$ cat src/rtl/nand_cg_pkg.sv
`timescale 1ns/1ps
package nand_cg_pkg;

    localparam int TIMING_W = 26;
    localparam int LEN_W    = 5;

    typedef enum logic [1:0] {
        K_CMD  = 2'b00,
        K_ADDR = 2'b01,
        K_WR   = 2'b10,
        K_RD   = 2'b11
    } kind_e;

    typedef enum logic [2:0] {
        P_IDLE,
        P_TURN,
        P_CESU,
        P_LOW,
        P_HIGH
    } phase_e;

    typedef enum logic [1:0] {
        D_NONE,
        D_WR,
        D_RD
    } dir_e;

    typedef struct packed {
        logic [LEN_W-1:0] wr_lo;
        logic [LEN_W-1:0] wr_hi;
        logic [LEN_W-1:0] rd_lo;
        logic [LEN_W-1:0] rd_hi;
        logic [LEN_W-1:0] turn;
        logic [LEN_W-1:0] busy;
        logic [LEN_W-1:0] ce_su;
    } lens_t;

    function automatic logic [LEN_W-1:0] at_least_one(input logic [LEN_W-1:0] v);
        return (v == '0) ? LEN_W'(1) : v;
    endfunction

endpackage

$ cat src/rtl/nand_timing_decode.sv
`timescale 1ns/1ps
module nand_timing_decode
    import nand_cg_pkg::*;
(
    input  logic [TIMING_W-1:0] timing,
    output lens_t               lens
);
    // Field positions are fixed by the timing word layout.
    always_comb begin
        lens.wr_lo = at_least_one(LEN_W'(timing[3:0]));
        lens.wr_hi = at_least_one(LEN_W'(timing[7:4]));
        lens.rd_lo = at_least_one(LEN_W'(timing[11:8]));
        lens.rd_hi = at_least_one(LEN_W'(timing[15:12]));
        lens.turn  = at_least_one(LEN_W'(timing[18:16]));
        lens.busy  = at_least_one(LEN_W'(timing[23:19]));
        lens.ce_su = at_least_one(LEN_W'(timing[25:24]));
    end
endmodule

$ cat src/rtl/nand_busy_mon.sv
`timescale 1ns/1ps
module nand_busy_mon
    import nand_cg_pkg::*;
(
    input  logic             clk,
    input  logic             rst_n,
    input  logic             start,
    input  logic [LEN_W-1:0] delay,
    input  logic             rb,
    output logic             ready
);
    typedef struct packed {
        logic             ready;
        logic             waiting;
        logic [LEN_W-1:0] cnt;
    } bm_t;

    bm_t st_d, st_q;

    always_comb begin
        st_d = st_q;
        if (start) begin
            st_d.ready   = 1'b0;
            st_d.waiting = 1'b1;
            st_d.cnt     = delay - LEN_W'(1);
        end else if (st_q.waiting) begin
            if (st_q.cnt != '0) begin
                st_d.cnt = st_q.cnt - LEN_W'(1);
            end else if (rb) begin
                st_d.ready   = 1'b1;
                st_d.waiting = 1'b0;
            end
        end
    end

    always_ff @(posedge clk or negedge rst_n) begin
        if (!rst_n) begin
            st_q <= '{ready: 1'b0, waiting: 1'b1, cnt: '0};
        end else begin
            st_q <= st_d;
        end
    end

    assign ready = st_q.ready;
endmodule

$ cat src/rtl/nand_strobe_seq.sv
`timescale 1ns/1ps
module nand_strobe_seq
    import nand_cg_pkg::*;
#(
    parameter int DW = 8
) (
    input  logic          clk,
    input  logic          rst_n,
    input  lens_t         lens,
    input  logic          ce_auto,
    input  logic          ce_force,
    input  logic          req_valid,
    output logic          req_ready,
    input  logic [1:0]    req_kind,
    input  logic [DW-1:0] req_wdata,
    output logic [DW-1:0] rd_data,
    output logic          rd_valid,
    output logic          cmd_done,
    output logic          ce_n,
    output logic          cle,
    output logic          ale,
    output logic          we_n,
    output logic          re_n,
    output logic [DW-1:0] dq_o,
    output logic          dq_oe,
    input  logic [DW-1:0] dq_i
);
    localparam logic [DW-1:0] RESET_CMD = {DW{1'b1}};

    typedef struct packed {
        phase_e           phase;
        logic [LEN_W-1:0] cnt;
        kind_e            kind;
        logic [DW-1:0]    wdata;
        dir_e             dir;
        logic [DW-1:0]    rdata;
        logic             rvalid;
    } seq_t;

    seq_t st_d, st_q;

    kind_e            new_kind;
    logic             new_is_rd;
    logic             need_turn;
    logic [LEN_W-1:0] new_lo;
    logic [LEN_W-1:0] cur_lo;
    logic [LEN_W-1:0] cur_hi;
    logic             cur_is_rd;

    always_comb begin
        new_kind  = kind_e'(req_kind);
        new_is_rd = (new_kind == K_RD);
        need_turn = ((st_q.dir == D_RD) && !new_is_rd) ||
                    ((st_q.dir == D_WR) && new_is_rd);
        new_lo    = new_is_rd ? lens.rd_lo : lens.wr_lo;
        cur_is_rd = (st_q.kind == K_RD);
        cur_lo    = cur_is_rd ? lens.rd_lo : lens.wr_lo;
        cur_hi    = cur_is_rd ? lens.rd_hi : lens.wr_hi;
    end

    always_comb begin
        st_d        = st_q;
        st_d.rvalid = 1'b0;
        cmd_done    = 1'b0;
        unique case (st_q.phase)
            P_IDLE: begin
                if (req_valid) begin
                    st_d.kind  = new_kind;
                    st_d.wdata = req_wdata;
                    st_d.dir   = new_is_rd ? D_RD : D_WR;
                    if (need_turn) begin
                        st_d.phase = P_TURN;
                        st_d.cnt   = lens.turn - LEN_W'(1);
                    end else if (ce_auto) begin
                        st_d.phase = P_CESU;
                        st_d.cnt   = lens.ce_su - LEN_W'(1);
                    end else begin
                        st_d.phase = P_LOW;
                        st_d.cnt   = new_lo - LEN_W'(1);
                    end
                end
            end
            P_TURN: begin
                if (st_q.cnt != '0) begin
                    st_d.cnt = st_q.cnt - LEN_W'(1);
                end else if (ce_auto) begin
                    st_d.phase = P_CESU;
                    st_d.cnt   = lens.ce_su - LEN_W'(1);
                end else begin
                    st_d.phase = P_LOW;
                    st_d.cnt   = cur_lo - LEN_W'(1);
                end
            end
            P_CESU: begin
                if (st_q.cnt != '0) begin
                    st_d.cnt = st_q.cnt - LEN_W'(1);
                end else begin
                    st_d.phase = P_LOW;
                    st_d.cnt   = cur_lo - LEN_W'(1);
                end
            end
            P_LOW: begin
                if (st_q.cnt != '0) begin
                    st_d.cnt = st_q.cnt - LEN_W'(1);
                end else begin
                    st_d.phase = P_HIGH;
                    st_d.cnt   = cur_hi - LEN_W'(1);
                    if (cur_is_rd) begin
                        st_d.rdata  = dq_i;
                        st_d.rvalid = 1'b1;
                    end
                end
            end
            P_HIGH: begin
                if (st_q.cnt != '0) begin
                    st_d.cnt = st_q.cnt - LEN_W'(1);
                end else begin
                    st_d.phase = P_IDLE;
                    if (st_q.kind == K_CMD) begin
                        cmd_done = 1'b1;
                        if (st_q.wdata == RESET_CMD) begin
                            st_d.dir   = D_NONE;
                            st_d.rdata = '0;
                        end
                    end
                end
            end
            default: st_d.phase = P_IDLE;
        endcase
    end

    always_ff @(posedge clk or negedge rst_n) begin
        if (!rst_n) begin
            st_q <= '{phase: P_IDLE, cnt: '0, kind: K_CMD, wdata: '0,
                      dir: D_NONE, rdata: '0, rvalid: 1'b0};
        end else begin
            st_q <= st_d;
        end
    end

    logic active;

    always_comb begin
        active    = (st_q.phase == P_CESU) || (st_q.phase == P_LOW) ||
                    (st_q.phase == P_HIGH);
        req_ready = (st_q.phase == P_IDLE);
        cle       = active && (st_q.kind == K_CMD);
        ale       = active && (st_q.kind == K_ADDR);
        we_n      = !((st_q.phase == P_LOW) && !cur_is_rd);
        re_n      = !((st_q.phase == P_LOW) && cur_is_rd);
        dq_oe     = active && !cur_is_rd;
        dq_o      = st_q.wdata;
        ce_n      = ce_auto ? !active : !ce_force;
        rd_data   = st_q.rdata;
        rd_valid  = st_q.rvalid;
    end
endmodule

$ cat src/rtl/nand_cycle_gen.sv
`timescale 1ns/1ps
module nand_cycle_gen
    import nand_cg_pkg::*;
#(
    parameter int DW = 8
) (
    input  logic                clk,
    input  logic                rst_n,
    input  logic [TIMING_W-1:0] cfg_timing,
    input  logic                cfg_ce_auto,
    input  logic                cfg_ce_force,
    input  logic                req_valid,
    output logic                req_ready,
    input  logic [1:0]          req_kind,
    input  logic [DW-1:0]       req_wdata,
    output logic [DW-1:0]       rd_data,
    output logic                rd_valid,
    output logic                nand_ready,
    output logic                nand_ce_n,
    output logic                nand_cle,
    output logic                nand_ale,
    output logic                nand_we_n,
    output logic                nand_re_n,
    output logic [DW-1:0]       nand_dq_o,
    output logic                nand_dq_oe,
    input  logic [DW-1:0]       nand_dq_i,
    input  logic                nand_rb
);
    lens_t lens;
    logic  cmd_done;

    nand_timing_decode u_dec (
        .timing (cfg_timing),
        .lens   (lens)
    );

    nand_strobe_seq #(.DW(DW)) u_seq (
        .clk       (clk),
        .rst_n     (rst_n),
        .lens      (lens),
        .ce_auto   (cfg_ce_auto),
        .ce_force  (cfg_ce_force),
        .req_valid (req_valid),
        .req_ready (req_ready),
        .req_kind  (req_kind),
        .req_wdata (req_wdata),
        .rd_data   (rd_data),
        .rd_valid  (rd_valid),
        .cmd_done  (cmd_done),
        .ce_n      (nand_ce_n),
        .cle       (nand_cle),
        .ale       (nand_ale),
        .we_n      (nand_we_n),
        .re_n      (nand_re_n),
        .dq_o      (nand_dq_o),
        .dq_oe     (nand_dq_oe),
        .dq_i      (nand_dq_i)
    );

    nand_busy_mon u_busy (
        .clk   (clk),
        .rst_n (rst_n),
        .start (cmd_done),
        .delay (lens.busy),
        .rb    (nand_rb),
        .ready (nand_ready)
    );
endmodule

$ cat config.mk
export PLATFORM = sky130hd
export DESIGN_NAME = nand_cycle_gen
export DESIGN_NICKNAME = d
export VERILOG_FILES = /design/src/rtl/nand_cg_pkg.sv /design/src/rtl/nand_timing_decode.sv /design/src/rtl/nand_busy_mon.sv /design/src/rtl/nand_strobe_seq.sv /design/src/rtl/nand_cycle_gen.sv
export SDC_FILE = /design/constraint.sdc
export NUM_CORES = 1
export LEC_CHECK = 0
export ABC_AREA = 1
export BUFFER_PORTS_ARGS = -buffer_cell sky130_fd_sc_hd__buf_2
export CORE_UTILIZATION = 40
export DETAILED_ROUTE_END_ITERATION = 10
export GPL_ROUTABILITY_DRIVEN = 0
export PLACE_DENSITY = 0.59
export SYNTH_ARGS = -nofsm -noshare
export SYNTH_HDL_FRONTEND = slang
export SYNTH_SLANG_ARGS = --single-unit
$ cat constraint.sdc
create_clock -name clk -period 2.04 [get_ports clk]
set_input_delay 0.102 -clock clk [delete_from_list [all_inputs] [get_ports clk]]
set_output_delay 0.102 -clock clk [all_outputs]
set_load 0.1 [all_outputs]
-- After elaboration in Yosys (flattened, before gate mapping)
Cells that the tools add are included.
- logic and storage cells: 120
- input bits: 50
- bits in registers: 36
- output and inout bits: 25
- reductions and logical operators: 40
- muxes and demuxes: 42
- add/sub/neg operators: 8
- eq/ne operators: 20
- operators by type and width (kind ; count):
    10-bit 2-to-1 mux ; 3
    5-bit 2-to-1 mux ; 6
    5-bit by 1-bit subtractor with 5-bit output (second input constant) ; 6
    4-bit 2-to-1 mux ; 7
    5-bit one-hot mux with 5 select lines ; 1
    7-bit 2-to-1 mux ; 3
    20-bit 2-to-1 mux ; 1
    9-bit 2-to-1 mux ; 2
    4-bit zero test ; 4
    8-bit one-hot mux with 2 select lines ; 1
    3-bit 2-to-1 mux ; 5
    3-bit one-hot mux with 5 select lines ; 1
    5-bit nonzero test ; 3
    6-bit 2-to-1 mux ; 2
    2-bit inequality test (second input constant) ; 6
    5-bit AND reduction ; 2
    2-bit nonzero test ; 5
    8-bit == test (second input constant) ; 1
    2-bit 2-to-1 mux ; 4
    2-bit by 1-bit inequality test with 1-bit output (second input constant) ; 4
    1-bit logical AND ; 7
    2-bit == test (second input constant) ; 3
    3-bit by 2-bit == test with 1-bit output (second input constant) ; 2
    1-bit zero test ; 6
    other kinds (14) ; 25

-- Depth between registers and ports, before layout
Gate-level depths: netlist (run 1).
- depth in word-level cells: 8
- gate-level depth with buffers: 16

-- Hierarchy
From an unflattened synthesis (run 1), not the netlist that was laid out.
- cells, all modules: 507
- area total of the unflattened synthesis: 3199.3 um2
- by module, submodules not included (module ; area each (um2) ; cells an instance ; instances):
    nand_strobe_seq ; 2462.4 ; 380 ; 1
    nand_busy_mon ; 485.5 ; 70 ; 1
    nand_timing_decode ; 251.5 ; 57 ; 1

-- Worst setup path after synthesis (run 1)
Ideal clock, no wire load.
- path type: reg-to-output
- start: reg u_seq.st_q[26] (netlist bit)
- end: out nand_ale
- required time: 1.938 ns
- stages on the path, launching flop included: 7
- path slack: -1.125 ns
- arrival: 3.063 ns
- cell sequence: dfrtp_1 buf_6 nor2_4 nand2_4 inv_2 nor2_4 nor3b_1
- cells in the longest elaborated chain, start to end: 4
- RTL lines (element ; RTL line ; text):
    start: declaration ; nand_strobe_seq.sv:40 ; seq_t st_d, st_q;
    start signal: assignment ; nand_strobe_seq.sv:134 ; st_q <= '{phase: P_IDLE, cnt: '0, kind: K_CMD, wdata: '0,
    start signal: assignment ; nand_strobe_seq.sv:137 ; st_q <= st_d;
    3-bit by 2-bit == test with 1-bit output ; nand_strobe_seq.sv:144 ; active = (st_q.phase == P_CESU) || (st_q.phase == P_LOW) ||
    1-bit logical OR ; nand_strobe_seq.sv:144 ;
    1-bit logical OR (*) ; nand_strobe_seq.sv:144 ;
    1-bit logical AND (*) ; nand_strobe_seq.sv:148 ; ale = active && (st_q.kind == K_ADDR);
    end: declaration ; nand_cycle_gen.sv:21 ; output logic nand_ale,
Every way passes the cells marked *; elsewhere a longest branch is shown, timed or not.

-- Final worst setup path (run 1)
- start: reg u_seq.st_q[26] (netlist bit)
- end: out nand_dq_oe
- cells in the longest elaborated chain, start to end: 4
- RTL lines (element ; RTL line ; text):
    3-bit by 2-bit == test with 1-bit output ; nand_strobe_seq.sv:144 ;
    1-bit logical OR ; nand_strobe_seq.sv:144 ;
    1-bit logical OR (*) ; nand_strobe_seq.sv:144 ;
    1-bit logical AND (*) ; nand_strobe_seq.sv:151 ; dq_oe = active && !cur_is_rd;
    end: declaration ; nand_cycle_gen.sv:25 ; output logic nand_dq_oe,
Marked as above.

==> results of run 1 <==
-- power groups by stage --
stage	registers [mW]	clock network, mW	logic (mW)
finish	1.25	0.626	3.97
global route	1.29	0.668	4.33
CTS	1.25	0.645	3.96
detailed placement	1.27	0	3.94
global placement	1.26	0	3.92
floorplan	1.26	0	3.30
-- worst max-delay path, stage by stage, from the launching register on --
cell and delay [ns]:
sky130_fd_sc_hd__dfrtp_1 0.49, sky130_fd_sc_hd__nor2_4 0.20, sky130_fd_sc_hd__nand2_4 0.11, sky130_fd_sc_hd__inv_2 0.15, sky130_fd_sc_hd__nor2_4 0.07, sky130_fd_sc_hd__nor2_2 0.07
sky130_fd_sc_hd__buf_2 0.42
-- state kept, by name, indices dropped and copies added (netlist names) --
| name | flops |
|---|---|
| u_seq.rd_valid | 1 |
| u_busy.st_q | 6 |
| u_seq.rd_data | 8 |
| u_seq.dq_o | 8 |
| u_busy.ready | 1 |
| u_seq.st_q | 12 |
-- cell usage in the layout (no fill, tap or decap), types with 2 or more instances in the layout --
master                            n
sky130_fd_sc_hd__o21ai_1          3
sky130_fd_sc_hd__inv_1           53
sky130_fd_sc_hd__ha_1             7
sky130_fd_sc_hd__nor2_2           4
sky130_fd_sc_hd__dlygate4sd3_1    3
sky130_fd_sc_hd__nand2_2          3
sky130_fd_sc_hd__o211ai_1         2
sky130_fd_sc_hd__nor2_1          32
sky130_fd_sc_hd__o22ai_1          2
sky130_fd_sc_hd__nand3_1         26
sky130_fd_sc_hd__nand3_4          2
sky130_fd_sc_hd__inv_2            4
sky130_fd_sc_hd__nand3b_1         2
sky130_fd_sc_hd__clkbuf_8         5
sky130_fd_sc_hd__buf_4            5
sky130_fd_sc_hd__xor2_1           7
sky130_fd_sc_hd__dfrtp_1         35
sky130_fd_sc_hd__or2_2            2
sky130_fd_sc_hd__nand2_1        157
sky130_fd_sc_hd__nor2_4           5
sky130_fd_sc_hd__nor3_1           4
sky130_fd_sc_hd__nand4_1          4
sky130_fd_sc_hd__o21ai_0         25
sky130_fd_sc_hd__clkbuf_4         3
sky130_fd_sc_hd__buf_2           70
sky130_fd_sc_hd__a21oi_1         12
-- layout make-up --
class | count | area share
multi-input combinational | 310 | 0.459
clock inverter | 2 | 0.0105
clock buffer | 6 | 0.0217
tap | 96 | 0.0359
timing repair buffer | 82 | 0.138
inverter | 58 | 0.0651
sequential | 36 | 0.270
-- metrics by stage --
stage / setup slack, ns / std cells / total power [mW] / cell area [sq um] / TNS [ns]
floorplan: -0.138 / 427 / 4.57 / 2830 / -0.227
global placement: 0.320 / 579 / 5.18 / 3200 / 0
detailed placement: 0.294 / 579 / 5.20 / 3200 / 0
CTS: 0.0318 / 590 / 5.85 / 3340 / 0
global route: 0.0489 / 590 / 6.29 / 3340 / 0
finish: 0.140 / 590 / 5.84 / 3340 / 0
-- cell families (layout without fill, tap and decap cells) --
| family | count (synthesis) | after routing | synth area share |
|---|---|---|---|
| simple gates | 247 | 247 | 0.393 |
| buf+inv | 81 | 148 | 0.139 |
| compound gates | 48 | 48 | 0.0920 |
| flops | 36 | 36 | 0.320 |
| xor+xnor | 8 | 8 | 0.0249 |
| fa+ha+maj | 7 | 7 | 0.0311 |
-- layer usage --
metal  up-vias  share of wire
li1       1450              -
met1      1241           0.47
met2        69           0.47
met3         9          0.052
met4         0          0.015
met5         -              0
-- path summary, 6_finish.rpt --
kind | end | slack, ns | cells after the start
hold / removal | u_seq.rd_data[7] | 0.005 | 3
hold reg to reg | u_seq.rd_data[6] | 0.47 | 2
max in group asynchronous | u_seq.st_q[19] | 1.09 | 2
setup / recovery | nand_dq_oe | 0.14 | 6
setup reg to reg | u_seq.rd_data[2] | 0.23 | 7
min in group asynchronous | u_seq.st_q[23] | 0.44 | 2
-- repair_timing --
item / CTS / global route
hold endpoints to repair: 37 / 0
resized for setup: 0 / 3
setup buffers: 0 / 0
endpoints found under the setup margin: 0 / 3
hold buffers: 3 / 0
==> insert_results.sql, run 1 <==
INSERT INTO impl_metrics (metric_group, metric, value, unit) VALUES
('floorplanning', 'initial_core_util', '0.414', ''),
('sta', 'finalSetupViolations', '0', ''),
('sta', 'slew_limit_headroom', '0.463', ''),
('final_layout', 'multiInputGateArea', '1540', 'sq um'),
('synthesis', 'ys_types', '36', ''),
('floorplanning', 'chipHeight', '85.9', 'um'),
('critical_path', 'timing.critical_path.from', 'u_seq.st_q[26]', ''),
('synthesis', 'synth_top_cell_area_share', '0.311', ''),
('min_path', 'hold_class', 'in -> reg', ''),
('route', 'num_vias', '2769', ''),
('cts', 'cts_root_buffer', 'sky130_fd_sc_hd__clkbuf_8', ''),
('critical_path', 'critical_path_class', 'reg -> out', ''),
('synthesis', 'leading_cell_types_by_total_area_after_synthesis', 'sky130_fd_sc_hd__dfrtp_1 31%, sky130_fd_sc_hd__nand2_1 21%, sky130_fd_sc_hd__inv_1 7.1%, sky130_fd_sc_hd__buf_4 4.8%, sky130_fd_sc_hd__nand3_1 4.6%', ''),
('critical_path', 'cp.arrival', '1.80', 'ns'),
('critical_path', 'timing.critical_path.fanout_max', '8', ''),
('floorplanning', 'ioPinCount', '75', ''),
('cts', 'tritoncts.num_buffers', '5', ''),
('cts', 'clock_latency_late_sink', '0.29', 'ns'),
('route', 'wire_per_inst', '11.6', 'um'),
('synthesis', 'post_synth_most_frequent_cells', '157 x sky130_fd_sc_hd__nand2_1, 53 x sky130_fd_sc_hd__inv_1, 35 x sky130_fd_sc_hd__dfrtp_1, 33 x sky130_fd_sc_hd__nor2_1', ''),
('placement', 'dp.final_hpwl', '5.46', 'mm'),
('global_routing', 'grt_use_total', '0.194', ''),
('cts', 'cts_num_sinks', '36', ''),
('critical_path', 'worst_r2r_start', 'u_seq.st_q[21]', ''),
('final_layout', 'share_of_post_route_cells_with_drive_strength_above_1', '0.229', ''),
('critical_path', 'timing.critical_path.from_type', 'register', ''),
('sta', 'final_period_minus_worst_setup_slack', '1.90', 'ns'),
('synthesis', 'syn_avg_cell_area', '6.59', 'sq um'),
('synthesis', 'yosysWarningCount', '0', ''),
('global_routing', 'vias_in_the_first_global_route', '2545', ''),
('sta', 'setup_repair_after_global_routing_missed_its_margin', 'false', ''),
('global_routing', 'met1_usage', '0.255', ''),
('global_routing', 'globalRouteOverflowTotal', '0', ''),
('final_layout', 'antenna_cells', '0', ''),
('cts', 'cts_tree', 'yes', ''),
('synthesis', 'synth_sequential_area_ratio', '0.320', ''),
('sta', 'worst_pin_slew', '0.805', 'ns'),
('pwr', 'comb_power_share', '0.679', ''),
('pwr', 'power_frac_seq', '0.214', ''),
('floorplanning', 'die_w', '85.9', 'um'),
('synthesis', 'netlist_instances', '427', ''),
('global_routing', 'antenna_found_initial', '0', ''),
('floorplanning', 'overall_die_area', '7380', 'sq um'),
('sta', 'hold_viol', '0', ''),
('pwr', 'power.switching_fraction', '0.586', ''),
('sta', 'final.period_utilization', '0.932', ''),
('pwr', 'power_frac_clock', '0.107', ''),
('final_layout', 'fillerInstances', '730', ''),
('route', 'first_iter_violations', '170', ''),
('synthesis', 'synth.net_count', '484', ''),
('synthesis', 'synth_most_common_cell', 'sky130_fd_sc_hd__nand2_1', ''),
('job', 'maxCapViolCount', '0', ''),
('synthesis', 'synth_async_sr_flop_share', '1.00', ''),
('sta', 'fin_worst_hold_slack', '0.00481', 'ns'),
('global_routing', 'grt_pass1_wl', '11.3', 'mm'),
('pwr', 'p_leak', '1.92', 'nW'),
('sta', 'drv_slew', '0', ''),
('route', 'drt_drc_violations_left', '0', ''),
('route', 'ant_nets', '0', ''),
('synthesis', 'synth-edff-count', '0', ''),
('run_status', 'run_status', 'finished, final reports clean', ''),
('global_routing', 'grt.met2_usage', '0.327', ''),
('critical_path', 'critical_path_data_required_time', '1.94', 'ns'),
('global_routing', 'gr-max-usage-layer', 'met2', ''),
('route', 'firstDrtPassIters', '4', ''),
('final_layout', 'finish.utilization', '0.492', ''),
('synthesis', 'total_of_flip_flops_plus_latches_after_synthesis', '36', ''),
('pwr', 'internal_power', '2.42', 'mW'),
('sta', 'fmax', '526', 'MHz'),
('route', 'postRouteWirelength', '6.85', 'mm'),
('pwr', 'power_switching', '3.42', 'mW');
Power figures use the tool's default switching activity.
==> inputs of run 2 (changes only) <==
--- a/config.mk
+++ b/config.mk
@@ -6,11 +6,12 @@
 export NUM_CORES = 1
 export LEC_CHECK = 0
 export ABC_AREA = 1
-export BUFFER_PORTS_ARGS = -buffer_cell sky130_fd_sc_hd__buf_2
 export CORE_UTILIZATION = 40
 export DETAILED_ROUTE_END_ITERATION = 10
+export DONT_BUFFER_PORTS = 1
 export GPL_ROUTABILITY_DRIVEN = 0
-export PLACE_DENSITY = 0.59
+export GPL_TIMING_DRIVEN = 0
+export PLACE_DENSITY = 0.5
 export SYNTH_ARGS = -nofsm -noshare
 export SYNTH_HDL_FRONTEND = slang
 export SYNTH_SLANG_ARGS = --single-unit
==> constraint.sdc (replaced) <==
create_clock -name clk -period 2.04 [get_ports clk]
set_input_delay 0.102 -clock clk [delete_from_list [all_inputs] [get_ports clk]]
set_output_delay 0.102 -clock clk [all_outputs]
set_load 0.01 [all_outputs]
==> run 2 against run 1 <==
Compared with the run above: clock skew rose by 0.0025 ns; die area did not move; highest routed layer unchanged; design area fell by 0.97%; cell count fell by 5.9%; register-to-register slack got worse by 0.12 ns; sequential power barely moved.
==> insert_results.sql, run 2 (synthesis gave the netlist of run 1 again) <==
INSERT INTO impl_metrics (metric_group, metric, value, unit) VALUES
('final_layout', 'share_of_post_route_cells_with_drive_strength_above_1', '0.135', ''),
('critical_path', 'worst_r2r_start', 'u_seq.st_q[19]', ''),
('critical_path', 'cp.arrival', '2.12', 'ns'),
('floorplanning', 'die_w', '85.9', 'um'),
('cts', 'tritoncts.num_buffers', '5', ''),
('route', 'postRouteWirelength', '6.96', 'mm'),
('pwr', 'ir_drop', '0.623', 'mV'),
('route', 'detail_route.wirelength.met1', '3.25', 'mm'),
('sta', 'final_period_minus_worst_setup_slack', '1.93', 'ns'),
('critical_path', 'cpMaxStageDelayCell', 'sky130_fd_sc_hd__dfrtp_1', ''),
('sta', 'tns', '0', 'ns'),
('global_routing', 'pin_count_of_the_biggest_net_entering_global_routing', '37', ''),
('critical_path', 'timing.critical_path.cells', 'buf_4 > nand2_2 > buf_6 > nand2_1 > nand2_1 > inv_1 > ha_4 > nand2_1 > nand2_1 > nor2_1 > o21ai_0 > nand2_1 > nor2_1 > nor2_1', ''),
('placement', 'dpl-instance-area', '2940', 'sq um'),
('critical_path', 'timing.critical_path.max_delay_family', 'simple AND/OR/NAND/NOR gates', ''),
('floorplanning', 'floorplan.core_area', '6790', 'sq um'),
('sta', 'fmax', '517', 'MHz'),
('sta', 'worst_clock_skew', '0.00487', 'ns'),
('critical_path', 'timing.critical_path.fanout_max', '9', ''),
('global_routing', 'grt_pass1_wl', '11.6', 'mm'),
('route', 'wire_per_inst', '12.5', 'um'),
('route', 'ant_nets', '0', ''),
('final_layout', 'antenna_cells', '0', ''),
('sta', 'slew_limit_headroom', '0.737', ''),
('final_layout', 'final_design_area_no_fill', '3310', 'sq um'),
('placement', 'input_output_buffers', '0', ''),
('global_routing', 'globalRouteOverflowTotal', '0', ''),
('cts', 'buffers_from_clock_root_to_sink_at_most', '2', ''),
('final_layout', 'finish.net_count', '515', ''),
('route', 'drt_drc_violations_left', '0', ''),
('route', 'viasPerCell', '4.81', ''),
('global_routing', 'grt_use_total', '0.199', ''),
('floorplanning', 'std_cell_rows', '30', ''),
('sta', 'finalSetupViolations', '0', ''),
('final_layout', 'area_delta_synth_final', '17.6', '%'),
('cts', 'cts_num_sinks', '36', ''),
('route', 'wl_met3', '288', 'um'),
('placement', 'dp.final_hpwl', '5.39', 'mm'),
('sta', 'drv_slew', '0', ''),
('critical_path', 'reg2reg_depth', '14', ''),
('route', 'highest_layer', 'met4', ''),
('route', 'firstDrtPassIters', '4', ''),
('cts', 'clk_pin_slew', '0.08', 'ns'),
('final_layout', 'most-common-layout-cells', '156 x sky130_fd_sc_hd__nand2_1, 52 x sky130_fd_sc_hd__inv_1, 35 x sky130_fd_sc_hd__dfrtp_1', ''),
('critical_path', 'worst-path-buf-inv', '3', ''),
('critical_path', 'worstReg2RegEnd', 'u_seq.st_q[22]', ''),
('critical_path', 'critical_path_class', 'reg -> reg', ''),
('run_status', 'run_status', 'finished, final reports clean', ''),
('global_routing', 'antenna_found_initial', '0', ''),
('pwr', 'fin_total_pwr', '4.63', 'mW'),
('job', 'maxCapViolCount', '0', ''),
('final_layout', 'layout_commonest_cell', 'sky130_fd_sc_hd__nand2_1', ''),
('sta', 'setup_repair_after_global_routing_missed_its_margin', 'false', ''),
('cts', 'htreeDepth', '2', ''),
('route', 'dr_wl_met2', '3.34', 'mm'),
('critical_path', 'worst_setup_path_end_kind', 'register', ''),
('floorplanning', 'overall_die_area', '7380', 'sq um'),
('critical_path', 'critical_path_data_required_time', '2.22', 'ns'),
('pwr', 'p_leak', '1.78', 'nW'),
('route', 'first_iter_violations', '110', ''),
('final_layout', 'largest_register_ffs', '12', ''),
('pwr', 'powerDensity', '1400', 'nW/um^2'),
('final_layout', 'finish.utilization', '0.487', ''),
('cts', 'cts_root_buffer', 'sky130_fd_sc_hd__clkbuf_8', ''),
('route', 'num_vias', '2667', ''),
('final_layout', 'registers.top_by_ff_count', 'u_seq.st_q', ''),
('cts', 'clock_latency_late_sink', '0.29', 'ns'),
('min_path', 'timing.hold.worst_path_depth', '3', ''),
('floorplanning', 'ioPinCount', '75', ''),
('global_routing', 'vias_in_the_first_global_route', '2562', ''),
('sta', 'worst_pin_slew', '0.395', 'ns'),
('critical_path', 'timing.critical_path.from_type', 'register', ''),
('cts', 'cts_tree', 'yes', ''),
('critical_path', 'critPathMostFrequentCell', 'sky130_fd_sc_hd__nand2_1', ''),
('min_path', 'hold_path_end', 'u_busy.st_q[5]', ''),
('floorplanning', 'initial_core_util', '0.414', ''),
('critical_path', 'cp_max_stage_delay', '0.36', 'ns'),
('sta', 'final.period_utilization', '0.947', ''),
('min_path', 'hold_path.startpoint', 'nand_rb', ''),
('critical_path', 'reg2reg_slack', '0.11', 'ns'),
('floorplanning', 'chipHeight', '85.9', 'um'),
('sta', 'hold_viol', '0', ''),
('min_path', 'hold_class', 'in -> reg', '');
run 2: cell types whose count changed in the layout (fill, tap and decap cells not counted), sizes merged:
cell,previous run,this run
clkinvlp,0,1
buf,76,27
clkbuf,9,5
dlygate4sd3,3,20
run 2: final cells by class:
class                   instances  area (sq um)
repair buffers                 24           243
fillers                       721          3480
multi-input cells             310          1540
inverters                      58           218
well taps                      96           120
flip-flops and latches         36           902
clock buffers                   5          68.8
clock inverters                 3          42.5
plain buffers                  23           179
run 2: tightest hold or removal path, delay by kind of cell:
family	cells	cell delay, ns
simple gates	1	0.11
compound gates	1	0.09
buf+inv	1	0.02
run 2: metal layers:
metal	GRT usage	vias up
met5	0	-
met4	0.0530	0
met3	0.0423	10
met2	0.337	68
met1	0.258	1205
li1	-	1384
run 2: metrics by stage:
step                std cells  hold WS [ns]  worst slack [ns]
global placement          523        -0.193           -0.0129
detailed placement        523        -0.193           -0.0223
finish                    555        0.0377             0.107
floorplan                 427        -0.194             0.257
global route              555        0.0425           0.00821
CTS                       552        0.0377            0.0240
run 2: power breakdown:
part           internal (mW)  total [mW]  switching, mW
registers               1.01        1.23          0.219
logic                   1.04        2.76           1.72
clock network          0.362       0.641          0.279
total                   2.41        4.63           2.22
run 2: what timing repair did:
action,4_1_cts,5_1_grt
resized for setup,1,4
setup buffers,0,3
hold buffers,21,0
hold endpoints to repair,55,0
setup endpoints to repair,1,3
run 2: how the worst max path moves through the flow:
stage | startpoint | to | slack [ns] | cells past startpoint
2_1_floorplan | u_seq.st_q[19] | u_seq.st_q[22] | 0.26 | 14
6_report | u_seq.st_q[19] | u_seq.st_q[22] | 0.11 | 14
4_1_cts | u_seq.st_q[19] | u_seq.st_q[22] | 0.02 | 14
3_3_place_gp | u_seq.st_q[19] | u_seq.st_q[22] | -0.01 | 14
5_1_grt | u_seq.st_q[20] | u_seq.st_q[22] | 0.008 | 13
3_5_place_dp | u_seq.st_q[19] | u_seq.st_q[22] | -0.02 | 14
